==> src/rtl/erase_region_pkg.sv <==
package erase_region_pkg;
  localparam int unsigned REG_W     = 8;
  localparam int unsigned N_SMALL   = 4;
  localparam int unsigned N_BLK     = N_SMALL + 1;
  localparam int unsigned ADDR_W    = 16;
  localparam int unsigned SMALL_B   = 1024;
  localparam int unsigned TOP_END   = 32768;

  typedef logic [REG_W-1:0] reg_byte_t;
endpackage

==> src/rtl/erase_sel_reg.sv <==
module erase_sel_reg #(
  parameter int unsigned REG_W = 8,
  parameter int unsigned N_BLK = 5
) (
  input  logic             clk,
  input  logic             rst,
  input  logic             standby_i,
  input  logic             swe_i,
  input  logic             wr_en_i,
  input  logic [REG_W-1:0] wdata_i,
  output logic [N_BLK-1:0] sel_o
);
  logic [N_BLK-1:0] sel_q;
  logic [N_BLK-1:0] wr_bits;
  logic             wr_multi;
  logic             clr_now;
  logic             unused_hi;

  assign wr_bits   = wdata_i[N_BLK-1:0];
  assign unused_hi = ^wdata_i[REG_W-1:N_BLK];
  assign wr_multi  = ($countones(wr_bits) > 1);
  assign clr_now   = standby_i | ~swe_i;

  always_ff @(posedge clk) begin
    if (rst || clr_now) begin
      sel_q <= '0;
    end else if (wr_en_i) begin
      sel_q <= wr_multi ? '0 : wr_bits;
    end
  end

  // the clear conditions also mask the stored value immediately
  assign sel_o = clr_now ? '0 : sel_q;
endmodule

==> src/rtl/erase_fault_flag.sv <==
module erase_fault_flag (
  input  logic clk,
  input  logic rst,
  input  logic standby_i,
  input  logic err_event_i,
  output logic flag_o
);
  logic flag_q;

  always_ff @(posedge clk) begin
    if (rst || standby_i) begin
      flag_q <= 1'b0;
    end else if (err_event_i) begin
      flag_q <= 1'b1;
    end
  end

  assign flag_o = flag_q;
endmodule

==> src/rtl/erase_addr_decode.sv <==
module erase_addr_decode #(
  parameter int unsigned ADDR_W  = 16,
  parameter int unsigned SMALL_B = 1024,
  parameter int unsigned N_SMALL = 4,
  parameter int unsigned TOP_END = 32768
) (
  input  logic [ADDR_W-1:0]  addr_i,
  output logic [N_SMALL:0]   hit_o
);
  localparam int unsigned            CW       = ADDR_W + 1;
  localparam logic [ADDR_W:0]        BIG_LO   = CW'(N_SMALL * SMALL_B);
  localparam logic [ADDR_W:0]        BIG_HI   = CW'(TOP_END);

  logic [ADDR_W:0] addr_x;
  assign addr_x = {1'b0, addr_i};

  for (genvar i = 0; i < N_SMALL; i++) begin : g_small
    localparam logic [ADDR_W:0] LO = CW'(i * SMALL_B);
    localparam logic [ADDR_W:0] HI = CW'((i + 1) * SMALL_B);
    assign hit_o[i] = (addr_x >= LO) && (addr_x < HI);
  end

  assign hit_o[N_SMALL] = (addr_x >= BIG_LO) && (addr_x < BIG_HI);
endmodule

==> src/rtl/erase_region_guard.sv <==
module erase_region_guard
  import erase_region_pkg::*;
#(
  parameter int unsigned P_REG_W   = REG_W,
  parameter int unsigned P_ADDR_W  = ADDR_W,
  parameter int unsigned P_N_SMALL = N_SMALL,
  parameter int unsigned P_SMALL_B = SMALL_B,
  parameter int unsigned P_TOP_END = TOP_END
) (
  input  logic                clk,
  input  logic                rst,
  input  logic                standby_i,
  input  logic                swe_i,
  input  logic                wr_en_i,
  input  logic [P_REG_W-1:0]  wdata_i,
  output logic [P_REG_W-1:0]  sel_rdata_o,
  output logic [P_REG_W-1:0]  stat_rdata_o,
  input  logic                err_event_i,
  input  logic                req_valid_i,
  input  logic [P_ADDR_W-1:0] req_addr_i,
  output logic                grant_o
);
  localparam int unsigned NB = P_N_SMALL + 1;

  logic [NB-1:0] sel;
  logic [NB-1:0] hit;
  logic          fault;

  erase_sel_reg #(.REG_W(P_REG_W), .N_BLK(NB)) sel_reg_i (
    .clk       (clk),
    .rst       (rst),
    .standby_i (standby_i),
    .swe_i     (swe_i),
    .wr_en_i   (wr_en_i),
    .wdata_i   (wdata_i),
    .sel_o     (sel)
  );

  erase_fault_flag fault_i (
    .clk         (clk),
    .rst         (rst),
    .standby_i   (standby_i),
    .err_event_i (err_event_i),
    .flag_o      (fault)
  );

  erase_addr_decode #(
    .ADDR_W (P_ADDR_W), .SMALL_B (P_SMALL_B),
    .N_SMALL(P_N_SMALL), .TOP_END (P_TOP_END)
  ) dec_i (
    .addr_i (req_addr_i),
    .hit_o  (hit)
  );

  assign sel_rdata_o  = {{(P_REG_W-NB){1'b0}}, sel};
  assign stat_rdata_o = {fault, {(P_REG_W-1){1'b0}}};
  assign grant_o      = req_valid_i & ~fault & (|(sel & hit));
endmodule

==> config.mk <==
export PLATFORM = sky130hd
export DESIGN_NAME = erase_region_guard
export DESIGN_NICKNAME = d
export VERILOG_FILES = /design/src/rtl/erase_region_pkg.sv /design/src/rtl/erase_sel_reg.sv /design/src/rtl/erase_fault_flag.sv /design/src/rtl/erase_addr_decode.sv /design/src/rtl/erase_region_guard.sv
export SDC_FILE = /design/constraint.sdc
export NUM_CORES = 1
export LEC_CHECK = 0
export BUFFER_PORTS_ARGS = -buffer_cell sky130_fd_sc_hd__buf_2
export CORE_MARGIN = 2
export CORE_UTILIZATION = 37
export DETAILED_ROUTE_END_ITERATION = 7
export GPL_TIMING_DRIVEN = 0
export HOLD_SLACK_MARGIN = 0.02
export PLACE_DENSITY_LB_ADDON = 0.08
export SYNTH_ARGS = -nofsm -noshare
export SYNTH_HDL_FRONTEND = slang
export SYNTH_SLANG_ARGS = --single-unit
export TNS_END_PERCENT = 1
==> constraint.sdc <==
create_clock -name clk -period 5.8 [get_ports clk]
set_clock_uncertainty 0.15 [all_clocks]
set_input_delay 0.87 -clock clk [delete_from_list [all_inputs] [get_ports clk]]
set_output_delay 0.87 -clock clk [all_outputs]
set_load 0.05 [all_outputs]
==> results.txt, run 1 <==
outcome - finished, final reports clean
grt ovf - 0
worst hold path type - reg -> reg
CTS tree - done
fin area - 692 µm²
initial antenna violation count - 0
Yosys reg bits - 6
syn avg cell area - 8.36 µm²
Post-DP HPWL - 825 µm
Max H-tree Level - 1
Placed Area - 669 µm²
Final Cycle Share - 51.6%
Main synth FF type - dfxtp_1
Total Routing Usage GR - 13.2%
Max VDD drop - 80.7 µV
fin util - 53.8%
setup violators final - 0
std cell rows - 13
Distinct cells, synth - 22
met2 GRT Util - 21.9%
Worst Path Max Fanout - 4
CTS Buffer Depth - 2
I/O Buffers - 23
largest cells by area after synthesis - dfxtp_1 (24%), buf_4 (16%), ha_1 (7.5%), nand2b_1 (7.5%), and2_1 (6.2%)
Post-CTS Setup Inserts - 0
met1 GRT Util - 14.2%
Max-Cap Viols - 0
drt total wl - 969 µm
Setup TNS - 0 ns
worst setup margin - 2.81 ns
Setup CP Type - in -> out
post-synth top area cell - dfxtp_1
clock-pin slew on the worst setup and hold paths - 0.04 ns
Inserted Diodes - 0
Final min period - 2.99 ns
post_cts resized - 0
CP Data Arrival Time - 1.97 ns
Hold Buf Count CTS - 0
number of synthesized flops with an enable pin - 0
number of global-route vias before repair - 378
synth-to-layout area growth - 37.9%
die area - 1670 µm²
starting density of the core - 39.0%
Post-route DRC - 0
Seq pwr share - 34.2%
Crit. End Element - output pin
sequential-to-total area share from yosys stat - 23.9%
GP Congestion - 0.736
largest net degree at the start of global routing - 11
Initial DRT Pass Iterations - 4
most numerous cell in the Yosys netlist - buf_4
Final Hold Violating Endpoints - 0
clock root cell - clkbuf_4
Pint - 0.0818 mW
PD cells - 181 nW/µm²
Post-synth ARST share - 0%
Syn Inst Count - 60
crit start category - input pin
via count - 487
DR iter-0 viols - 4
fmax - 334 MHz
pre-CTS setup slack - 2.79 ns
RSZ-0062 raised after global routing - no
share of the synthesized area in the top cell type - 23.9%
routed len/inst - 8.81 µm
cell area after synthesis - 502 µm²
Synth warnings - 0
Core Region - 1280 µm²
WP data required - 4.78 ns
layout cells sized above 1 - 40.0%
hold_ws - 0.331 ns
vias per cell - 4.43
Sw Share - 34.8%
Die Span X - 40.8 µm
Max Slew Vio Count - 0
first-pass GRT wire length - 1.42 mm
TritonCTS Sinks - 6
die extent in y - 40.8 µm
most frequent cells after synthesis - buf_4 (11), a21oi_1 (6), dfxtp_1 (6), nand2b_1 (6)
GR peak layer - met2
P_leak - 0.360 nW
Clock power frac - 30.2%
fin nets - 132
CTS buffer count - 3
M3 GR Usage - 3.26%
Psw - 0.0437 mW
Logic pwr share - 35.6%
Clock Latency Late Sink - 0.24 ns
io pins - 48
ANT nets after route - 0
kinds of logic (layout without fill, tap and decap cells):
logic type | count (synthesis) | count (layout) | share of synthesized area [%]
AOI/OAI and AO/OA | 8 | 8 | 8.98
adders and majority gates | 4 | 4 | 11.5
buffers and inverters | 15 | 41 | 19.5
DFF | 6 | 6 | 23.9
muxes | 2 | 2 | 3.99
other | 1 | 10 | 0.747
and+or+nand+nor | 24 | 24 | 31.4
power groups by stage:
| stage | registers (mW) | clock network (mW) | logic, mW |
|---|---|---|---|
| global route | 0.0429 | 0.0414 | 0.0491 |
| floorplan | 0.0435 | 0 | 0.0348 |
| global placement | 0.0436 | 0 | 0.0441 |
| finish | 0.0429 | 0.0380 | 0.0446 |
| detailed placement | 0.0436 | 0 | 0.0445 |
| CTS | 0.0429 | 0.0397 | 0.0448 |
routing by layer:
layer / routed length [µm] / up-vias
met4: 0 / 0
met5: 0 / -
li1: - / 257
met3: 109 / 0
met1: 369 / 205
met2: 490 / 25
layout by cell type (no fill, tap or decap):
cell      synthesis  final
dfxtp_1           6      6
nor2_1            1      1
mux2i_1           2      2
buf_4            11     11
nand3_1           5      5
ha_1              3      3
and2b_1           1      1
nand2b_1          6      6
a31oi_1           1      1
nor3_1            1      1
nor4_2            1      1
and2_1            5      5
buf_2             0     23
or3b_1            1      1
and4bb_1          1      1
a21oi_1           6      6
inv_1             3      3
fa_1              1      1
nand3b_1          1      1
o221ai_1          1      1
conb_1            1     10
buf_1             1      1
and2_0            1      1
clkbuf_4          0      3
registers in the layout, summed over array words and instances, names as in the netlist:
signal / cells
fault_i.flag_o: 1
sel_reg_i.sel_q: 5
path summary, 6_finish.rpt:
path | startpoint | to | slack, ns | cells past startpoint
setup / recovery | standby_i | grant_o | 2.81 | 5
setup reg to reg | sel_reg_i.sel_q[1] | sel_reg_i.sel_q[1] | 5.07 | 2
hold reg to reg | sel_reg_i.sel_q[3] | sel_reg_i.sel_q[3] | 0.33 | 2
hold / removal | sel_reg_i.sel_q[3] | sel_reg_i.sel_q[3] | 0.33 | 2
critical path, cell delays in order:
cell,delay [ns]
buf_2,0.11
or3b_1,0.37
o221ai_1,0.16
and4bb_1,0.21
buf_2,0.25
layout make-up:
type                            count  area [µm²]
Buffer                             12        86.3
Clock buffer                        3        22.5
Fill cell                         148         593
Inverter                            3        11.3
Multi-Input combinational cell     48         318
Sequential cell                     6         120
Tap cell                           15        18.8
Timing Repair Buffer               23         115
stage by stage:
stage	power (mW)	std cells
floorplan	0.0783	69
global placement	0.0877	107
detailed placement	0.0881	107
CTS	0.127	110
global route	0.133	110
finish	0.125	110
Note: power is estimated with default switching activity, not from simulation.
==> run 2: changes to the inputs <==
Settings changed: ABC_AREA set to 1, CORE_UTILIZATION 37 to 35.
Clock period 5.8 ns to 2.87 ns, I/O delays scaled along.
==> run 2 against run 1 <==
Wire length increased by 5.7%. Synthesized cell count increased by 28%. Critical path depth increased by 4. Count of clock-buffer cells in the layout unchanged. Worst setup slack got worse by 2.0 ns. Register-to-register slack got worse by 3.0 ns. Cell area increased by 2.2%. Via count increased by 11%. Final cell count increased by 15%. Sequential share of layout area decreased by 0.37 points. Critical endpoint is now sel_reg_i.sel_q[1]. Largest power group unchanged. Highest routed layer unchanged.
==> results.txt, run 2 <==
ANT nets after route - 0
reg2reg start - sel_reg_i.sel_q[0]
GP Congestion - 0.707
Post-synth ARST share - 0%
crit path max-delay cell type - fa_1
outcome - finished, final reports clean
sequential-to-total area share from yosys stat - 23.2%
crit start category - input pin
CP cell instances - buf_2 -> ha_1 -> ha_1 -> a21oi_1 -> fa_1 -> nand2_1 -> inv_1 -> nand2_1 -> a21oi_1
Initial DRT Pass Iterations - 4
Post-route DRC - 0
number of synthesized flops with an enable pin - 0
most flop-heavy register - sel_reg_i.sel_q
fin nets - 149
TritonCTS Sinks - 6
main combinational cell family by area after synthesis - buffers and inverters
CTS tree - done
Max H-tree Level - 1
CTS Buffer Depth - 2
first-pass GRT wire length - 1.79 mm
syn avg cell area - 6.71 µm²
R2R depth - 2
post-synth top area cell - dfxtp_1
clock root cell - clkbuf_4
fmax - 490 MHz
worst hold path type - in -> reg
io pins - 48
Worst path max stage delay - 0.44 ns
most frequent cells after synthesis - inv_1 (14), nand2_1 (13), buf_4 (11)
Max Slew Vio Count - 0
most numerous cell in the Yosys netlist - inv_1
post-synthesis simple-gate area fraction - 24.7%
Yosys reg bits - 6
Distinct cells, synth - 19
Hold Buf Count CTS - 0
RSZ-0062 raised after global routing - no
starting density of the core - 38.7%
multiplexer share of the synthesized area - 0%
Post-DP HPWL - 911 µm
WP data required - 2.85 ns
I/O Buffers - 23
DR iter-0 viols - 6
largest net degree at the start of global routing - 11
Setup TNS - 0 ns
CP Data Arrival Time - 2.02 ns
Final Cycle Share - 71.1%
grt ovf - 0
setup violators final - 0
Filler cells - 155
die area - 1800 µm²
Compound-Gate Fraction of Synth Area - 12.3%
post_cts resized - 0
commonest non-fill, non-tap cell in the layout - buf_2
pre-CTS setup slack - 0.570 ns
vias per cell - 4.25
die extent in y - 42.4 µm
number of global-route vias before repair - 468
Worst Path Max Fanout - 5
Clock Latency Late Sink - 0.24 ns
Syn Inst Count - 77
flop2flop setup slack - 2.09 ns
Final Hold Violating Endpoints - 0
xor/xnor share of the synthesized area - 0%
most frequent cells in the layout - buf_2 (23), inv_1 (14), nand2_1 (13), buf_4 (11), conb_1 (10)
worst setup margin - 0.829 ns
Max-Cap Viols - 0
Setup CP Type - in -> reg
layout cells sized above 1 - 38.4%
Final min period - 2.04 ns
Max VDD drop - 251 µV
hold path depth - 2
Post-CTS Setup Inserts - 0
WP buf/inv - 2
area share of fa/ha/maj cells after synthesis - 11.1%
Worst R2R End - sel_reg_i.sel_q[0]
P_leak - 0.446 nW
Crit. End Element - flip-flop
PD cells - 373 nW/µm²
clock-pin slew on the worst setup and hold paths - 0.05 ns
largest cells by area after synthesis - dfxtp_1 (23%), buf_4 (16%), inv_1 (10%), nand2_1 (9.4%), ha_1 (7.3%)
Synth warnings - 0
Worst Hold End - fault_i.flag_o
Main synth FF type - dfxtp_1
share of the synthesized area in the top cell type - 23.2%
cell area after synthesis - 517 µm²
Total Routing Usage GR - 13.1%
drt total wl - 1.02 mm
synth-to-layout area growth - 36.8%
Inserted Diodes - 0
Die Span X - 42.4 µm
hold_sp - rst
routed len/inst - 8.06 µm
std cell rows - 13
WP depth - 9
via count - 540
max reg flops - 5
initial antenna violation count - 0
CTS buffer count - 3
Worst path top cell family by delay - adder cells
Core Region - 1330 µm²
==> run 2: cell count changes in the layout (fill, tap and decap cells not counted), moves of 2 or more <==
cell | before | now
nand2b_1 | 6 | 0
and2_1 | 5 | 0
inv_1 | 3 | 14
o21ai_0 | 0 | 5
nand2_1 | 0 | 13
mux2i_1 | 2 | 0
nand3_1 | 5 | 7
==> run 2: area by class of cell <==
type | count | area (µm²) | area share (%)
multi-input combinational | 53 | 287 | 40.5
timing repair buffer | 23 | 115 | 16.3
clock buffer | 3 | 22.5 | 3.19
inverter | 15 | 56.3 | 7.96
buffer | 12 | 87.6 | 12.4
tap | 15 | 18.8 | 2.65
sequential | 6 | 120 | 17.0
==> run 2: through the flow <==
stage	power, mW	cell area, µm²	cells	util, %	hold WS (ns)
finish	0.264	707	127	53.0	0.220
global route	0.286	707	127	53.0	0.212
CTS	0.268	707	127	53.0	0.213
detailed placement	0.187	684	124	51.3	0.351
global placement	0.185	684	124	51.3	0.350
floorplan	0.165	551	86	-	0.329
==> run 2: kinds of logic after synthesis <==
| logic type | Yosys count |
|---|---|
| compound gates | 12 |
| fa+ha+maj | 4 |
| buf+inv | 27 |
| flops | 6 |
| other cells | 1 |
| simple gates | 27 |
==> run 2: how the worst max path moves through the flow <==
stage	slack, ns	to	start
2_1_floorplan	0.80	sel_reg_i.sel_q[0]	wdata_i[2]
3_3_place_gp	0.58	sel_reg_i.sel_q[1]	wdata_i[2]
3_5_place_dp	0.57	sel_reg_i.sel_q[1]	wdata_i[2]
4_1_cts	0.83	sel_reg_i.sel_q[1]	wdata_i[2]
5_1_grt	0.67	sel_reg_i.sel_q[4]	wdata_i[2]
6_report	0.83	sel_reg_i.sel_q[1]	wdata_i[2]
==> run 2: metal layers <==
metal	track usage [%]	part of all wire (%)	up-vias	wire length [µm]
li1	-	-	291	-
met1	15.0	42	229	435
met2	20.3	47	20	478
met3	8.19	11	0	111
met4	3.75	0	0	0
met5	0	0	-	0
==> run 2: power by group <==
group          switching (mW)  leakage (nW)  internal (mW)
clock                  0.0313        0.0138         0.0474
combinational          0.0653         0.384         0.0326
sequential            0.00130        0.0488         0.0861
==> run 3: changes to the inputs <==
Settings changed: ABC_AREA 1 to 0.
Clock period 2.87 ns to 2 ns, I/O delays scaled along.
==> run 3 against run 2 <==
Hold slack worse by 0.14 ns. Sequential share of layout area rose by 0.091 points. Clock power is 37% higher. First-iteration DRC count unchanged. Via count decreased by 15%. Highest routed layer unchanged.
==> results.txt, run 3 (synthesis gave the netlist of run 1 again) <==
grt ovf - 0
io pins - 48
Worst path max stage delay - 0.42 ns
most frequent cells in the layout - buf_2 (23), buf_4 (11), conb_1 (10), nand2b_1 (6), dfxtp_1 (6)
CP Data Arrival Time - 1.89 ns
Reg area - 120 µm²
pre-CTS setup slack - -0.183 ns
Clock Latency Late Sink - 0.24 ns
DR WL met3 - 72 µm
Initial DRT Pass Iterations - 2
Max H-tree Level - 1
clock-pin slew on the worst setup and hold paths - 0.04 ns
Hold Buf Count CTS - 0
Max-Cap Viols - 0
max reg flops - 5
via count - 459
crit start category - input pin
PD cells - 530 nW/µm²
Filler cells - 143
std cell rows - 13
CP cell instances - buf_2 -> ha_1 -> ha_1 -> a21oi_2 -> fa_1 -> and2_4 -> nand3_1 -> a21oi_1
synth-to-layout area growth - 40.1%
ANT nets after route - 0
worst setup margin - 0.0841 ns
met1 WL - 399 µm
Final Cycle Share - 95.8%
Max VDD drop - 276 µV
Die Span X - 41.9 µm
Clock power frac - 29.0%
number of global-route vias before repair - 396
CTS Buffer Depth - 2
Post-route DRC - 0
Max Used Layer - met3
TritonCTS Sinks - 6
die area - 1750 µm²
WP data required - 1.97 ns
fin util - 53.4%
Final min period - 1.92 ns
vias per cell - 4.17
Total Routing Usage GR - 11.6%
fmax - 522 MHz
P_leak - 0.364 nW
Seq pwr share - 33.4%
Psw - 0.128 mW
routed wl met2 - 469 µm
starting density of the core - 38.1%
hold_ws - 0.0837 ns
setup violators final - 0
I/O Buffers - 23
Final Hold Violating Endpoints - 0
Post-CTS Setup Inserts - 0
fin nets - 132
Post-DP HPWL - 829 µm
commonest non-fill, non-tap cell in the layout - buf_2
Setup CP Type - in -> reg
GP Congestion - 0.664
layout cells sized above 1 - 43.2%
die extent in y - 41.9 µm
CTS buffer count - 3
Worst Path Max Fanout - 5
initial antenna violation count - 0
Pint - 0.245 mW
most flop-heavy register - sel_reg_i.sel_q
cell mode on critical path - ha_1
routed len/inst - 8.55 µm
RSZ-0062 raised after global routing - no
first-pass GRT wire length - 1.55 mm
outcome - finished, final reports clean
Crit. End Element - flip-flop
area of the multi-input gates - 329 µm²
drt total wl - 941 µm
Sw Share - 34.3%
crit path max-delay cell type - fa_1
Max Slew Vio Count - 0
largest net degree at the start of global routing - 11
clock root cell - clkbuf_4
Inserted Diodes - 0
DR iter-0 viols - 6
Logic pwr share - 37.5%
CTS tree - done
Core Region - 1320 µm²
worst hold path type - in -> reg
post_cts resized - 0
## run 3: changes by cell type in the layout (fill, tap and decap cells not counted), sizes merged, moves of 2 or more
cell | previous run | this run
mux2i | 0 | 2
nand2 | 14 | 0
inv | 15 | 3
and2 | 0 | 6
nand3 | 7 | 5
nand2b | 0 | 6
o21ai | 5 | 0
nor2 | 4 | 1
## run 3: cell type report
type                    instances  share of cell area [%]
clock buffers                   3                    3.20
plain buffers                  12                    12.3
multi-input cells              48                    46.8
well taps                      15                    2.67
inverters                       3                    1.60
flip-flops and latches          6                    17.1
repair buffers                 23                    16.4
## run 3: final timing paths
path,cells past startpoint,slack (ns),to,from
min reg2reg,2,0.33,sel_reg_i.sel_q[0],sel_reg_i.sel_q[0]
max,8,0.08,sel_reg_i.sel_q[1],wdata_i[2]
min,2,0.08,fault_i.flag_o,rst
max reg2reg,2,1.27,fault_i.flag_o,fault_i.flag_o
## run 3: power by group through the flow
stage	clock [mW]	sequential, mW	combinational, mW
detailed placement	0	0.127	0.139
CTS	0.115	0.125	0.139
finish	0.108	0.125	0.140
floorplan	0	0.126	0.110
global placement	0	0.127	0.137
global route	0.116	0.125	0.155
## run 3: per-layer routing
layer | vias up | global-route usage (%)
met2 | 17 | 18.1
met3 | 0 | 3.91
met5 | - | 0
met4 | 0 | 7.74
li1 | 252 | -
met1 | 190 | 13.3
## run 3: per-stage QoR
step	instance area (µm²)	TNS, ns	std cells	power, mW
floorplan	542	0	69	0.236
global placement	676	-0.801	107	0.264
detailed placement	676	-0.898	107	0.265
CTS	698	0	110	0.378
global route	703	0	110	0.395
finish	703	0	110	0.373
## run 3: critical path: cells and delay by family
| family | cells | cell delay, ns |
|---|---|---|
| fa+ha+maj | 3 | 1.00 |
| buf+inv | 1 | 0.11 |
| compound gates | 2 | 0.20 |
| simple gates | 2 | 0.28 |
